==> config.mk <==
export PLATFORM = sky130hd
export DESIGN_NAME = ext_bus_seq
export DESIGN_NICKNAME = d
export VERILOG_FILES = /design/src/rtl/ebs_pkg.sv /design/src/rtl/ebs_cfg_regs.sv /design/src/rtl/ebs_area_decode.sv /design/src/rtl/ebs_seq.sv /design/src/rtl/ext_bus_seq.sv
export SDC_FILE = /design/constraint.sdc
export NUM_CORES = 1
export LEC_CHECK = 0
export BUFFER_PORTS_ARGS = -buffer_cell sky130_fd_sc_hd__buf_4
export CORE_AREA = 2 2 88 90
export DETAILED_ROUTE_END_ITERATION = 16
export DIE_AREA = 0 0 90 92
export MAX_ROUTING_LAYER = met4
export PLACE_DENSITY = 0.86
export SYNTH_ARGS = -nofsm -noshare
export SYNTH_HDL_FRONTEND = slang
export SYNTH_SLANG_ARGS = --single-unit
export TNS_END_PERCENT = 1
==> constraint.sdc <==
create_clock -name clk -period 2.2 [get_ports clk]
set_input_delay 0 -clock clk [delete_from_list [all_inputs] [get_ports clk]]
set_output_delay 0 -clock clk [all_outputs]
set_load 0.03 [all_outputs]
==> src/rtl/ebs_pkg.sv <==
package ebs_pkg;
   typedef enum logic [2:0] {
      ST_IDLE,
      ST_T1,
      ST_T2,
      ST_TW,
      ST_T3
   } ebs_state_e;
endpackage

==> src/rtl/ebs_cfg_regs.sv <==
module ebs_cfg_regs #(
   parameter int NUM_AREAS = 8,
   parameter int WAIT_W    = 3,
   parameter int CFG_W     = 12
) (
   input  logic                        clk,
   input  logic                        rst_n,
   input  logic                        wr_i,
   input  logic [1:0]                  sel_i,
   input  logic [CFG_W-1:0]            data_i,
   output logic [NUM_AREAS-1:0]        wide_o,
   output logic [NUM_AREAS-1:0]        three_o,
   output logic [NUM_AREAS*WAIT_W-1:0] waits_o,
   output logic                        mode16_o
);
   localparam int HALF_W = (NUM_AREAS / 2) * WAIT_W;

   if (CFG_W < NUM_AREAS || CFG_W < HALF_W) begin : g_bad_cfg_w
      $error("CFG_W too narrow for the configuration fields");
   end

   always_ff @(posedge clk or negedge rst_n) begin
      if (!rst_n) begin
         wide_o  <= '1;
         three_o <= '1;
         waits_o <= '1;
      end else if (wr_i) begin
         case (sel_i)
            2'd0: wide_o  <= data_i[NUM_AREAS-1:0];
            2'd1: three_o <= data_i[NUM_AREAS-1:0];
            2'd2: waits_o[HALF_W-1:0] <= data_i[HALF_W-1:0];
            default: waits_o[2*HALF_W-1:HALF_W] <= data_i[HALF_W-1:0];
         endcase
      end
   end

   assign mode16_o = |wide_o;

   // clearing every width bit drops the global mode to 8-bit
   a_r2_mode_clears: assert property (@(posedge clk) disable iff (!rst_n)
      (wr_i && sel_i == 2'd0 && data_i[NUM_AREAS-1:0] == '0) |=> !mode16_o);
   // a nonzero width pattern gives 16-bit mode
   a_r2_mode_sets: assert property (@(posedge clk) disable iff (!rst_n)
      (wr_i && sel_i == 2'd0 && data_i[NUM_AREAS-1:0] != '0) |=> mode16_o);
endmodule

==> src/rtl/ebs_area_decode.sv <==
module ebs_area_decode #(
   parameter int NUM_AREAS = 8,
   parameter int ADDR_W    = 24
) (
   input  logic [ADDR_W-1:0]            addr_i,
   output logic [$clog2(NUM_AREAS)-1:0] idx_o,
   output logic [NUM_AREAS-1:0]         hit_o
);
   localparam int AREA_W = $clog2(NUM_AREAS);

   assign idx_o = addr_i[ADDR_W-1 -: AREA_W];

   for (genvar g = 0; g < NUM_AREAS; g++) begin : g_hit
      assign hit_o[g] = (idx_o == AREA_W'(g));
   end

   // exactly one area matches any address
   always_comb begin
      a_r7_one_hit: assert ($onehot(hit_o) || $isunknown(addr_i));
   end
endmodule

==> src/rtl/ebs_seq.sv <==
module ebs_seq
   import ebs_pkg::*;
#(
   parameter int NUM_AREAS = 8,
   parameter int WAIT_W    = 3,
   parameter int ADDR_W    = 24
) (
   input  logic                 clk,
   input  logic                 rst_n,
   input  logic                 req_i,
   input  logic                 write_i,
   input  logic [ADDR_W-1:0]    addr_i,
   input  logic [NUM_AREAS-1:0] hit_i,
   input  logic                 three_i,
   input  logic [WAIT_W-1:0]    prog_i,
   input  logic                 wait_i,
   output logic [NUM_AREAS-1:0] cs_n_o,
   output logic                 as_n_o,
   output logic                 rd_n_o,
   output logic                 wr_n_o,
   output logic                 done_o,
   output logic [ADDR_W-1:0]    bus_addr_o
);
   localparam int LEN_W = 8;

   ebs_state_e           state_q;
   logic                 ph_q;
   logic [WAIT_W-1:0]    cnt_q;
   logic [WAIT_W-1:0]    prog_q;
   logic                 three_q;
   logic                 write_q;
   logic [NUM_AREAS-1:0] hit_q;
   logic [LEN_W-1:0]     len_q;
   logic                 active;
   logic                 strobe;

   always_ff @(posedge clk or negedge rst_n) begin
      if (!rst_n) begin
         state_q    <= ST_IDLE;
         ph_q       <= 1'b0;
         cnt_q      <= '0;
         prog_q     <= '0;
         three_q    <= 1'b0;
         write_q    <= 1'b0;
         hit_q      <= '0;
         bus_addr_o <= '0;
      end else if (state_q == ST_IDLE) begin
         if (req_i) begin
            state_q    <= ST_T1;
            ph_q       <= 1'b0;
            cnt_q      <= '0;
            prog_q     <= prog_i;
            three_q    <= three_i;
            write_q    <= write_i;
            hit_q      <= hit_i;
            bus_addr_o <= addr_i;
         end
      end else if (!ph_q) begin
         ph_q <= 1'b1;
      end else begin
         ph_q <= 1'b0;
         case (state_q)
            ST_T1: state_q <= ST_T2;
            ST_T2: begin
               if (!three_q) begin
                  state_q <= ST_IDLE;
               end else if (prog_q != '0) begin
                  state_q <= ST_TW;
                  cnt_q   <= WAIT_W'(1);
               end else if (wait_i) begin
                  state_q <= ST_TW;
               end else begin
                  state_q <= ST_T3;
               end
            end
            ST_TW: begin
               if (cnt_q < prog_q) begin
                  cnt_q <= cnt_q + WAIT_W'(1);
               end else if (!wait_i) begin
                  state_q <= ST_T3;
               end
            end
            default: state_q <= ST_IDLE;
         endcase
      end
   end

   assign active = (state_q != ST_IDLE);
   assign strobe = active && !(state_q == ST_T1 && !ph_q);
   assign cs_n_o = active ? ~hit_q : '1;
   assign as_n_o = !strobe;
   assign rd_n_o = !(strobe && !write_q);
   assign wr_n_o = !(active && state_q != ST_T1 && write_q);
   assign done_o = ph_q && ((state_q == ST_T2 && !three_q) || state_q == ST_T3);

   // clocks elapsed in the current cycle, used by the length checks
   always_ff @(posedge clk or negedge rst_n) begin
      if (!rst_n) begin
         len_q <= '0;
      end else if (state_q == ST_IDLE) begin
         len_q <= '0;
      end else if (len_q != '1) begin
         len_q <= len_q + LEN_W'(1);
      end
   end

   // done lasts one clock
   a_r10_done_pulse: assert property (@(posedge clk) disable iff (!rst_n)
      done_o |=> !done_o);
   // selects rest high for a clock after each cycle
   a_r7_cs_gap: assert property (@(posedge clk) disable iff (!rst_n)
      done_o |=> (cs_n_o == '1));
   // never two selects at once
   a_r7_cs_onehot: assert property (@(posedge clk) disable iff (!rst_n)
      $onehot0(~cs_n_o));
   // write strobe stays off when the address strobe first falls
   a_r9_no_wr_first: assert property (@(posedge clk) disable iff (!rst_n)
      $fell(as_n_o) |-> wr_n_o);
   // read and write strobes are exclusive
   a_r9_rd_wr_excl: assert property (@(posedge clk) disable iff (!rst_n)
      !(!rd_n_o && !wr_n_o));
   // a two-state cycle ends in its fourth clock
   a_r4_two_state_len: assert property (@(posedge clk) disable iff (!rst_n)
      (done_o && !three_q) |-> (len_q == LEN_W'(3)));
   // a three-state cycle is at least 6+2n clocks long
   a_r5_three_state_len: assert property (@(posedge clk) disable iff (!rst_n)
      (done_o && three_q) |-> (len_q >= LEN_W'(5) + LEN_W'(2) * LEN_W'(prog_q)));
endmodule

==> src/rtl/ext_bus_seq.sv <==
module ext_bus_seq #(
   parameter int ADDR_W    = 24,
   parameter int NUM_AREAS = 8,
   parameter int WAIT_W    = 3,
   localparam int AREA_W   = $clog2(NUM_AREAS),
   localparam int HALF_W   = (NUM_AREAS / 2) * WAIT_W,
   localparam int CFG_W    = (NUM_AREAS > HALF_W) ? NUM_AREAS : HALF_W
) (
   input  logic                 clk,
   input  logic                 rst_n,
   input  logic                 cfg_wr_i,
   input  logic [1:0]           cfg_sel_i,
   input  logic [CFG_W-1:0]     cfg_data_i,
   input  logic                 req_i,
   input  logic                 write_i,
   input  logic [ADDR_W-1:0]    addr_i,
   input  logic                 wait_i,
   output logic [NUM_AREAS-1:0] cs_n_o,
   output logic                 as_n_o,
   output logic                 rd_n_o,
   output logic                 wr_n_o,
   output logic                 done_o,
   output logic [ADDR_W-1:0]    bus_addr_o,
   output logic                 mode16_o
);
   if (NUM_AREAS < 2 || (1 << AREA_W) != NUM_AREAS) begin : g_bad_areas
      $error("NUM_AREAS must be a power of two of at least 2");
   end
   if (ADDR_W <= AREA_W) begin : g_bad_addr
      $error("ADDR_W must exceed the area index width");
   end
   if (WAIT_W < 1) begin : g_bad_wait
      $error("WAIT_W must be at least 1");
   end

   logic [NUM_AREAS-1:0]        wide;
   logic [NUM_AREAS-1:0]        three;
   logic [NUM_AREAS*WAIT_W-1:0] waits;
   logic [AREA_W-1:0]           idx;
   logic [NUM_AREAS-1:0]        hit;
   logic                        unused_wide;

   assign unused_wide = ^wide;

   ebs_cfg_regs #(.NUM_AREAS(NUM_AREAS), .WAIT_W(WAIT_W), .CFG_W(CFG_W)) u_cfg (
      .clk      (clk),
      .rst_n    (rst_n),
      .wr_i     (cfg_wr_i),
      .sel_i    (cfg_sel_i),
      .data_i   (cfg_data_i),
      .wide_o   (wide),
      .three_o  (three),
      .waits_o  (waits),
      .mode16_o (mode16_o)
   );

   ebs_area_decode #(.NUM_AREAS(NUM_AREAS), .ADDR_W(ADDR_W)) u_dec (
      .addr_i (addr_i),
      .idx_o  (idx),
      .hit_o  (hit)
   );

   ebs_seq #(.NUM_AREAS(NUM_AREAS), .WAIT_W(WAIT_W), .ADDR_W(ADDR_W)) u_seq (
      .clk        (clk),
      .rst_n      (rst_n),
      .req_i      (req_i),
      .write_i    (write_i),
      .addr_i     (addr_i),
      .hit_i      (hit),
      .three_i    (three[idx]),
      .prog_i     (waits[idx*WAIT_W +: WAIT_W]),
      .wait_i     (wait_i),
      .cs_n_o     (cs_n_o),
      .as_n_o     (as_n_o),
      .rd_n_o     (rd_n_o),
      .wr_n_o     (wr_n_o),
      .done_o     (done_o),
      .bus_addr_o (bus_addr_o)
   );

   // the cycle address stays put while a select is low
   a_r7_addr_stable: assert property (@(posedge clk) disable iff (!rst_n)
      (cs_n_o != '1 && $past(cs_n_o) != '1) |-> $stable(bus_addr_o));
endmodule

==> results of run 1 <==
-- cells by family (layout without fill, tap and decap cells) --
| group | count (synthesis) | in the layout | synth area share (%) |
|---|---|---|---|
| adders and majority gates | 3 | 3 | 0.968 |
| AOI/OAI and AO/OA | 35 | 35 | 5.91 |
| DFF | 84 | 84 | 55.5 |
| buffers and inverters | 20 | 146 | 2.68 |
| muxes | 79 | 79 | 27.4 |
| and+or+nand+nor | 59 | 59 | 7.49 |
-- final cells by class --
cell class                 count  area, sq um  share of cell area, %
sequential                    84         2150                   42.0
multi-input combinational    176         1620                   31.6
timing repair buffer         126         1040                   20.4
clock buffer                  10          128                   2.49
tap                          102          128                   2.49
clock inverter                 6         40.0                  0.781
inverter                       4         15.0                  0.293
-- what timing repair did --
action                                 in CTS  in global routing
setup buffers                               0                  0
hold buffers                               39                  0
endpoints found under the hold margin     115                  0
-- worst max-delay path: cells and delay by family, from the launching register on --
family | cells | cell delay (ns)
muxes | 1 | 0.35
DFF | 1 | 0.39
and+or+nand+nor | 1 | 0.70
buffers and inverters | 1 | 0.30
-- cell usage in the layout (no fill, tap or decap), types with 2 or more instances in the layout --
cell and instances:
clkinvlp_4 3, dlygate4sd3_1 39, nand3_1 4, nand3b_1 3, clkbuf_8 9, o21ai_0 18
or3_1 2, a311oi_1 2, buf_4 87, mux2_2 42, nand2_1 29, nor2_1 6
mux2_4 24, ha_1 3, o22a_1 3, mux4_2 8, nor3_1 3, o41ai_1 2
mux2i_1 5, nor2b_1 2, nor4_1 2, o211ai_1 2, inv_1 3, clkinv_1 2
dfstp_2 40, dfrtp_1 44
-- through the flow --
step                setup WS, ns  hold slack (ns)  std cells
finish                     0.333           0.0200        508
global route               0.197           0.0561        508
CTS                        0.331           0.0157        508
detailed placement         0.337           0.0962        453
global placement           0.401           0.0746        453
floorplan                  0.442           -0.296        280
-- registers in the layout, indices dropped and copies added, names as in the netlist, 3 cells and up --
register and cells:
u_cfg.three_o 8, u_cfg.waits_o 24, u_cfg.wide_o 8, u_seq.bus_addr_o 24
u_seq.cnt_q 3, u_seq.hit_q 8, u_seq.prog_q 3, u_seq.state_q 3
-- worst paths after layout --
kind	start	to	slack [ns]	depth (start not counted)
hold reg to reg	u_seq.hit_q[2]	u_seq.hit_q[2]	0.49	2
setup / recovery	u_seq.state_q[1]	u_seq.bus_addr_o[6]	0.33	3
hold / removal	addr_i[21]	u_seq.hit_q[1]	0.02	3
min in group asynchronous	rst_n	u_seq.bus_addr_o[0]	0.25	2
max in group asynchronous	rst_n	u_cfg.waits_o[7]	1.22	3
setup reg to reg	u_seq.state_q[1]	u_seq.bus_addr_o[6]	0.33	3
-- where the power goes --
group          leakage, uW  internal (uW)  total (uW)  switching (uW)
clock            0.0000763            408         957             549
sequential        0.000962           2160        2480             326
combinational      0.00125           1350        2840            1490
total              0.00229           3910        6280            2360
-- routing by layer --
| layer | vias to the layer above | track usage [%] | wire [microns] |
|---|---|---|---|
| met5 | - | - | 0 |
| met4 | 0 | 8.46 | 129 |
| met3 | 12 | 3.94 | 283 |
| met2 | 72 | 36.3 | 4430 |
| met1 | 1344 | 27.1 | 3560 |
| li1 | 1255 | - | - |
==> results_dict.tcl, run 1 <==
set metrics [dict create \
    clkTransAtPathRegs_ns 0.08 \
    gp_congestion 0.842 \
    synth_largest_area_cell "dfrtp_1" \
    drv_slew 0 \
    initial_core_util_pct 52.0 \
    synth-seq-area-share_pct 55.5 \
    vias_per_cell 5.28 \
    row_count 32 \
    fill_cells 549 \
    power_uw 6280 \
    postLayoutCellArea_sq_mm 0.00513 \
    antenna_left 0 \
    synth_warnings 0 \
    yosysMostFrequentCell "dfrtp_1" \
    peakVddDrop_mv 0.625 \
    avgSynthCellArea_sq_um 13.8 \
    slew_headroom_pct 53.9 \
    postSynthCellCount 280 \
    setup_viol 0 \
    root_buffer "clkbuf_8" \
    htreeDepth 3 \
    boundaryPins 81 \
    setup_tns_ns 0 \
    cap_violations 0 \
    finalCriticalPeriod_ns 1.87 \
    wl_per_cell_microns 16.5 \
    hold_viol 0 \
    synth_top_cells_by_count "dfrtp_1 (44), mux2_2 (42), dfstp_2 (40)" \
    syn-cell-area_sq_mm 0.00388 \
    wl_mm 8.41 \
    cp_data_arrival_time_ns 2.11 \
    worstMarginPinSlew_ns 0.691 \
    dieArea_sq_mm 0.00828 \
    crit_chain "or4b_2 -> buf_4 -> mux2_4" \
    cp-end-kind "flop" \
    synthTopCellsByArea "dfrtp_1 (28%), dfstp_2 (27%), mux2_2 (12%), mux2_4 (9.3%), mux4_2 (4.6%)" \
    antenna_found_initial 0 \
    numClockSinks 84 \
    worstSetupPathType "reg2reg" \
    cp-start-kind "flop" \
    power.density_mw_per_mm2 1220 \
    drt_iter0_markers 180 \
    die_h_microns 92 \
    track_usage_pct 21.9 \
    cts_resized 0 \
    tritoncts "done" \
    placed_cell_area_sq_mm 0.00457 \
    path_max_fanout 30 \
    fmax_mhz 536 \
    grt_max_degree 55 \
    rsz0062_at_grt "false" \
    min_path_type "in2reg" \
    clock_latency_ns 0.35 \
    synth_edf_count 0 \
    drive_gt1_share_pct 54.4 \
    ys_ff_latch 84 \
    synth_top_area_share_pct 28.4 \
    timing.final.crit_share_pct 84.9 \
    fin_skew_ns 0.00860 \
    max_stage_delay_ns 0.70 \
    drc 0 \
    diodes 0 \
    firstDrtPassIters 4 \
    synth-main-ff-cell "dfrtp_1" \
    dp_hpwl_mm 5.37 \
    grt_pass1_vias 2803 \
    final_nets 448 \
    grt_pass1_wl_mm 13.8 \
    yosysUniqueCellTypes 42 \
    status "finished clean" \
    fin_util_pct 68.8 \
    port_buffers 80 \
    cp.required_ns 2.44 \
    cp_slowest_cell "or4b_2" \
    cts-buffers-inserted 9 \
    die_x_microns 90 \
    cts_buffer_depth 2 \
    leakage_uw 0.00229 \
    core_sq_mm 0.00745 \
    overflow 0 \
    area_growth_pct 32.2 \
    synth_nets 327 \
    vias 2683 \
    async_flop_share_pct 100 \
]
(Power assumes the default switching activity.)
==> inputs of run 2 (changes only) <==
--- a/config.mk
+++ b/config.mk
@@ -5,12 +5,13 @@
 export SDC_FILE = /design/constraint.sdc
 export NUM_CORES = 1
 export LEC_CHECK = 0
+export ABC_AREA = 1
 export BUFFER_PORTS_ARGS = -buffer_cell sky130_fd_sc_hd__buf_4
-export CORE_AREA = 2 2 88 90
+export CORE_AREA = 2 2 91 93
 export DETAILED_ROUTE_END_ITERATION = 16
-export DIE_AREA = 0 0 90 92
+export DIE_AREA = 0 0 93 95
 export MAX_ROUTING_LAYER = met4
-export PLACE_DENSITY = 0.86
+export PLACE_DENSITY = 0.82
 export SYNTH_ARGS = -nofsm -noshare
 export SYNTH_HDL_FRONTEND = slang
 export SYNTH_SLANG_ARGS = --single-unit
==> constraint.sdc (replaced) <==
create_clock -name clk -period 1.7 [get_ports clk]
set_input_delay 0 -clock clk [delete_from_list [all_inputs] [get_ports clk]]
set_output_delay 0 -clock clk [all_outputs]
set_load 0.03 [all_outputs]
==> results_dict.tcl, run 2 <==
set metrics [dict create \
    status "finished clean" \
    cp-end-kind "output port" \
    final_cells 681 \
    setup_tns_ns 0 \
    clock_latency_ns 0.35 \
    cts-buffers-inserted 9 \
    fill_cells 647 \
    port_buffers 80 \
    rsz0062_at_grt "false" \
    firstDrtPassIters 4 \
    numClockSinks 84 \
    dp_hpwl_mm 6.00 \
    core_sq_mm 0.00793 \
    dieArea_sq_mm 0.00884 \
    syn-cell-area_sq_mm 0.00375 \
    drive_gt1_share_pct 26.2 \
    timing.final.crit_share_pct 92.1 \
    synth_largest_area_cell "dfrtp_1" \
    clkPwrFrac_pct 17.9 \
    boundaryPins 81 \
    postSynthCellCount 449 \
    row_count 33 \
    antenna_left 0 \
    root_buffer "clkbuf_8" \
    power.density_mw_per_mm2 1570 \
    hold_viol 0 \
    cp.required_ns 1.70 \
    cp-start-kind "flop" \
    cts_setup_buffers 0 \
    cap_violations 0 \
    drc 0 \
    die_x_microns 93 \
    swShare_pct 41.6 \
    synth-seq-area-share_pct 57.3 \
    tritoncts "done" \
    ys_ff_latch 84 \
    comb_power_share_pct 42.6 \
    path_max_fanout 7 \
    power_frac_seq_pct 39.5 \
    multi_input_area_sq_mm 0.00138 \
    leakage_uw 0.00251 \
    dp_cells 628 \
    worstMarginPinSlew_ns 0.697 \
    p_int_uw 4650 \
    drt_iter0_markers 196 \
    htreeDepth 3 \
    synth-main-ff-cell "dfrtp_1" \
    setup_viol 0 \
    worstSetupPathType "reg2out" \
    gp_congestion 0.870 \
    area_growth_pct 34.8 \
    overflow 0 \
    grt_max_degree 49 \
    vias_per_cell 4.90 \
    async_flop_share_pct 100 \
    mostFrequentLayoutCells "nand2_1 (201), buf_4 (86), o21ai_0 (50)" \
    mostFrequentLayoutCell "nand2_1" \
    cts_buffer_depth 2 \
    synth_top_cells_by_count "nand2_1 (201), o21ai_0 (50), dfrtp_1 (44)" \
    drv_slew 0 \
    die_h_microns 95 \
    regToRegSetupSlack_ns 0.14 \
    grt_pass1_vias 3241 \
    slew_headroom_pct 53.4 \
    register_area_sq_mm 0.00215 \
    vias 3337 \
    synth_warnings 0 \
    yosysMostFrequentCell "nand2_1" \
    wl_per_cell_microns 12.8 \
    synth_top_area_share_pct 29.3 \
    fin_skew_ns 0.0107 \
    initial_core_util_pct 47.4 \
    grt_pass1_wl_mm 14.6 \
    peakVddDrop_mv 0.629 \
    cp_data_arrival_time_ns 1.57 \
    diodes 0 \
    yosysUniqueCellTypes 24 \
    synthTopCellsByArea "dfrtp_1 (29%), dfstp_2 (28%), nand2_1 (20%), o21ai_0 (6.7%), inv_1 (3.7%)" \
    largestRegisters "u_cfg.waits_o x24, u_seq.bus_addr_o x24" \
    wl_mm 8.72 \
    synth_nets 496 \
    fmax_mhz 639 \
    avgSynthCellArea_sq_um 8.36 \
    clkTransAtPathRegs_ns 0.09 \
    min_path_type "in2reg" \
    p_sw_uw 3310 \
    track_usage_pct 21.4 \
    antenna_found_initial 0 \
    final_nets 618 \
    synth_edf_count 0 \
    finalCriticalPeriod_ns 1.57 \
]
==> run 2: cell count changes in the layout (fill, tap and decap cells not counted), sizes merged, moves of 3 or more <==
cell / before / now
inv: 4 / 40
mux2: 66 / 0
nor3: 3 / 0
mux2i: 5 / 0
mux4: 8 / 0
o21ai: 18 / 54
o22a: 3 / 0
nand4: 1 / 8
nand3b: 3 / 0
nor2: 6 / 17
nand3: 4 / 21
nand2: 29 / 202
==> run 2: final timing paths <==
kind / startpoint / endpoint / cells past startpoint
worst max register to register: u_seq.state_q[1] / u_seq.cnt_q[2] / 8
worst min-delay path: cfg_data_i[2] / u_cfg.waits_o[2] / 3
max in group asynchronous: rst_n / u_cfg.wide_o[0] / 3
min in group asynchronous: rst_n / u_seq.bus_addr_o[2] / 2
worst max-delay path: u_seq.state_q[2] / rd_n_o / 5
worst min register to register: u_seq.bus_addr_o[8] / u_seq.bus_addr_o[8] / 2
==> run 2: per-stage QoR <==
step                      hold WS (ns)  total power, uW  util (%)  setup slack (ns)  instance area [sq um]
final                          0.00163             7960      63.8             0.134                   5060
after global routing            0.0156             8500      63.8           0.00257                   5060
after CTS                      0.00120             7970      63.8            0.0617                   5060
after detailed placement      0.000300             6460      56.5             0.152                   4480
after global placement        -0.00807             6330      56.5             0.261                   4480
after floorplan                 -0.296             5340         -             0.323                   3750
==> run 2: metal layers <==
layer | wire length (microns) | part of all wire (%) | track usage, %
met1 | 3830 | 44 | 27.3
met2 | 4390 | 50 | 34.7
met3 | 386 | 4.4 | 4.31
met4 | 119 | 1.4 | 6.62
met5 | 0 | 0 | -
==> run 2: layout make-up <==
type | count | area share, %
tap | 105 | 2.60
sequential | 84 | 42.6
clock buffer | 12 | 3.51
multi-input combinational | 313 | 27.3
inverter | 39 | 2.94
timing repair buffer | 124 | 20.5
clock inverter | 4 | 0.569
==> run 2: worst max-delay path, stage by stage, from the launching register on <==
cell and delay [ns]:
dfrtp_1 0.49, inv_1 0.12, o211ai_1 0.10, inv_1 0.07, or2_2 0.27, buf_4 0.17
==> run 2: logic make-up (layout without fill, tap and decap cells) <==
logic type,Yosys count,in the layout,share of synthesized area [%]
AND/OR/NAND/NOR,251,251,27.8
AO/OA/AOI/OAI,58,58,7.86
adder cells (fa/ha/maj),3,3,1.00
buffers and inverters,52,179,5.83
flip-flops,84,84,57.3
XOR/XNOR,1,1,0.233
==> run 2: repair_timing <==
item	CTS	global route
endpoints found under the setup margin	0	1
endpoints found under the hold margin	100	0
hold buffers	37	0
gates resized for setup	0	1
==> run 2: power groups by stage <==
stage	Clock [uW]	Sequential [uW]	Combinational, uW
2_1_floorplan	0	3610	1730
5_1_grt	1540	3230	3740
6_report	1420	3140	3390
4_1_cts	1450	3130	3380
3_5_place_dp	0	3160	3310
3_3_place_gp	0	3130	3200
==> inputs of run 3 (changes only) <==
--- a/config.mk
+++ b/config.mk
@@ -11,7 +11,8 @@
 export DETAILED_ROUTE_END_ITERATION = 16
 export DIE_AREA = 0 0 93 95
 export MAX_ROUTING_LAYER = met4
-export PLACE_DENSITY = 0.82
+export PLACE_DENSITY = 0.78
+export REMOVE_ABC_BUFFERS = 1
 export SYNTH_ARGS = -nofsm -noshare
 export SYNTH_HDL_FRONTEND = slang
 export SYNTH_SLANG_ARGS = --single-unit
==> results_dict.tcl, run 3 (same netlist as run 2, synthesis figures left out) <==
set metrics [dict create \
    status "finished clean" \
    firstDrtPassIters 4 \
    rsz0062_at_grt "false" \
    worstSetupPathType "reg2out" \
    grt_pass1_wl_mm 14.9 \
    cp-end-kind "output port" \
    initial_core_util_pct 47.4 \
    setup_viol 0 \
    multi_input_area_sq_mm 0.00139 \
    cp.required_ns 1.70 \
    largestRegisters "u_cfg.waits_o x24, u_seq.bus_addr_o x24" \
    die_x_microns 93 \
    diodes 0 \
    final_nets 619 \
    swShare_pct 41.1 \
    fin_skew_ns 0.00741 \
    clock_latency_ns 0.35 \
    boundaryPins 81 \
    wl_mm 8.74 \
    max_stage_delay_ns 0.48 \
    drc 0 \
    core_sq_mm 0.00793 \
    path_common_cell "inv_1" \
    crit_family "flip-flops" \
    cts_setup_buffers 0 \
    tritoncts "done" \
    mostFrequentLayoutCell "nand2_1" \
    cts-buffers-inserted 9 \
    die_h_microns 95 \
    wl_per_cell_microns 12.8 \
    antenna_found_initial 0 \
    p_sw_uw 3330 \
    fill_cells 652 \
    cp-start-kind "flop" \
    comb_power_share_pct 42.1 \
    slew_headroom_pct 51.0 \
    crit_chain "inv_1 -> o211ai_1 -> inv_1 -> or2_2 -> buf_4" \
    track_usage_pct 22.0 \
    setup_tns_ns 0 \
    min_path_type "in2reg" \
    numClockSinks 84 \
    clkTransAtPathRegs_ns 0.08 \
    drive_gt1_share_pct 26.5 \
    worstMarginPinSlew_ns 0.733 \
    place_ws_ns 0.157 \
    dieArea_sq_mm 0.00884 \
    grt_pass1_vias 3345 \
    root_buffer "clkbuf_8" \
    register_area_sq_mm 0.00215 \
    gp_congestion 0.870 \
    finalCriticalPeriod_ns 1.62 \
    row_count 33 \
    cp_slowest_cell "dfrtp_1" \
    regToRegSetupSlack_ns 0.16 \
    grt_max_degree 53 \
    peakVddDrop_mv 0.626 \
    path_buf_inv 3 \
    path_max_fanout 6 \
    drt_iter0_markers 188 \
    timing.final.crit_share_pct 95.3 \
    clkPwrFrac_pct 19.5 \
    area_growth_pct 35.6 \
    power_frac_seq_pct 38.4 \
    mostFrequentLayoutCells "nand2_1 (200), buf_4 (86), o21ai_0 (50)" \
    leakage_uw 0.00252 \
    cp_data_arrival_time_ns 1.62 \
    dp_hpwl_mm 5.76 \
    drv_slew 0 \
    port_buffers 80 \
    fmax_mhz 617 \
    worst_slack_ns 0.0803 \
    overflow 0 \
    vias_per_cell 4.88 \
    power.density_mw_per_mm2 1590 \
    cap_violations 0 \
    htreeDepth 3 \
    p_int_uw 4780 \
    cts_buffer_depth 2 \
    vias 3331 \
    antenna_left 0 \
    hold_viol 0 \
]
==> run 3: worst paths after layout <==
| check | from | end | cells after the start |
|---|---|---|---|
| min in group asynchronous | rst_n | u_seq.bus_addr_o[23] | 2 |
| min | wait_i | u_seq.state_q[1] | 5 |
| max in group asynchronous | rst_n | u_cfg.three_o[7] | 3 |
| min reg2reg | u_seq.bus_addr_o[16] | u_seq.bus_addr_o[16] | 2 |
| max reg2reg | u_seq.state_q[2] | u_seq.cnt_q[0] | 8 |
| max | u_seq.state_q[0] | rd_n_o | 5 |
==> run 3: tightest hold or removal path, stage by stage <==
cell and delay (ns):
buf_4 0.09, nand2_1 0.05, nand3_1 0.12, nand2_1 0.06, nand2_1 0.06
==> run 3: final cells by class <==
cell class	instances	area share (%)
Tap cell	105	2.58
Timing Repair Buffer	125	20.6
Sequential cell	84	42.3
Clock inverter	7	1.92
Clock buffer	9	2.43
Inverter	39	2.93
Multi-Input combinational cell	313	27.3
==> run 3: power groups by stage <==
stage                     clock network, uW  logic [uW]  registers (uW)
after global routing                   1700        3780            3200
after floorplan                           0        1630            3610
final                                  1580        3410            3120
after detailed placement                  0        3310            3140
after global placement                    0        3230            3130
after CTS                              1610        3390            3110
==> run 3: routing by layer <==
| metal | vias to the layer above | track usage (%) | share of wire [%] |
|---|---|---|---|
| met5 | - | - | 0 |
| met3 | 10 | 3.59 | 4.9 |
| met2 | 94 | 37.6 | 50 |
| met4 | 0 | 7.48 | 1.2 |
| met1 | 1569 | 26.7 | 44 |
| li1 | 1658 | - | - |
==> run 3: per-stage QoR <==
stage	cell area (sq um)	power (uW)	hold WS [ns]	std cells	util, %
floorplan	3680	5250	-0.296	436	-
global placement	4480	6360	-0.0338	628	56.5
detailed placement	4480	6460	-0.0270	628	56.5
CTS	5080	8110	0.0358	682	64.1
global route	5090	8680	0.0753	682	64.2
finish	5090	8110	0.0535	682	64.2
==> run 3: what timing repair did <==
action,CTS,global route
hold endpoints to repair,113,0
hold buffers,38,0
endpoints found under the setup margin,0,3
gates resized for setup,0,3
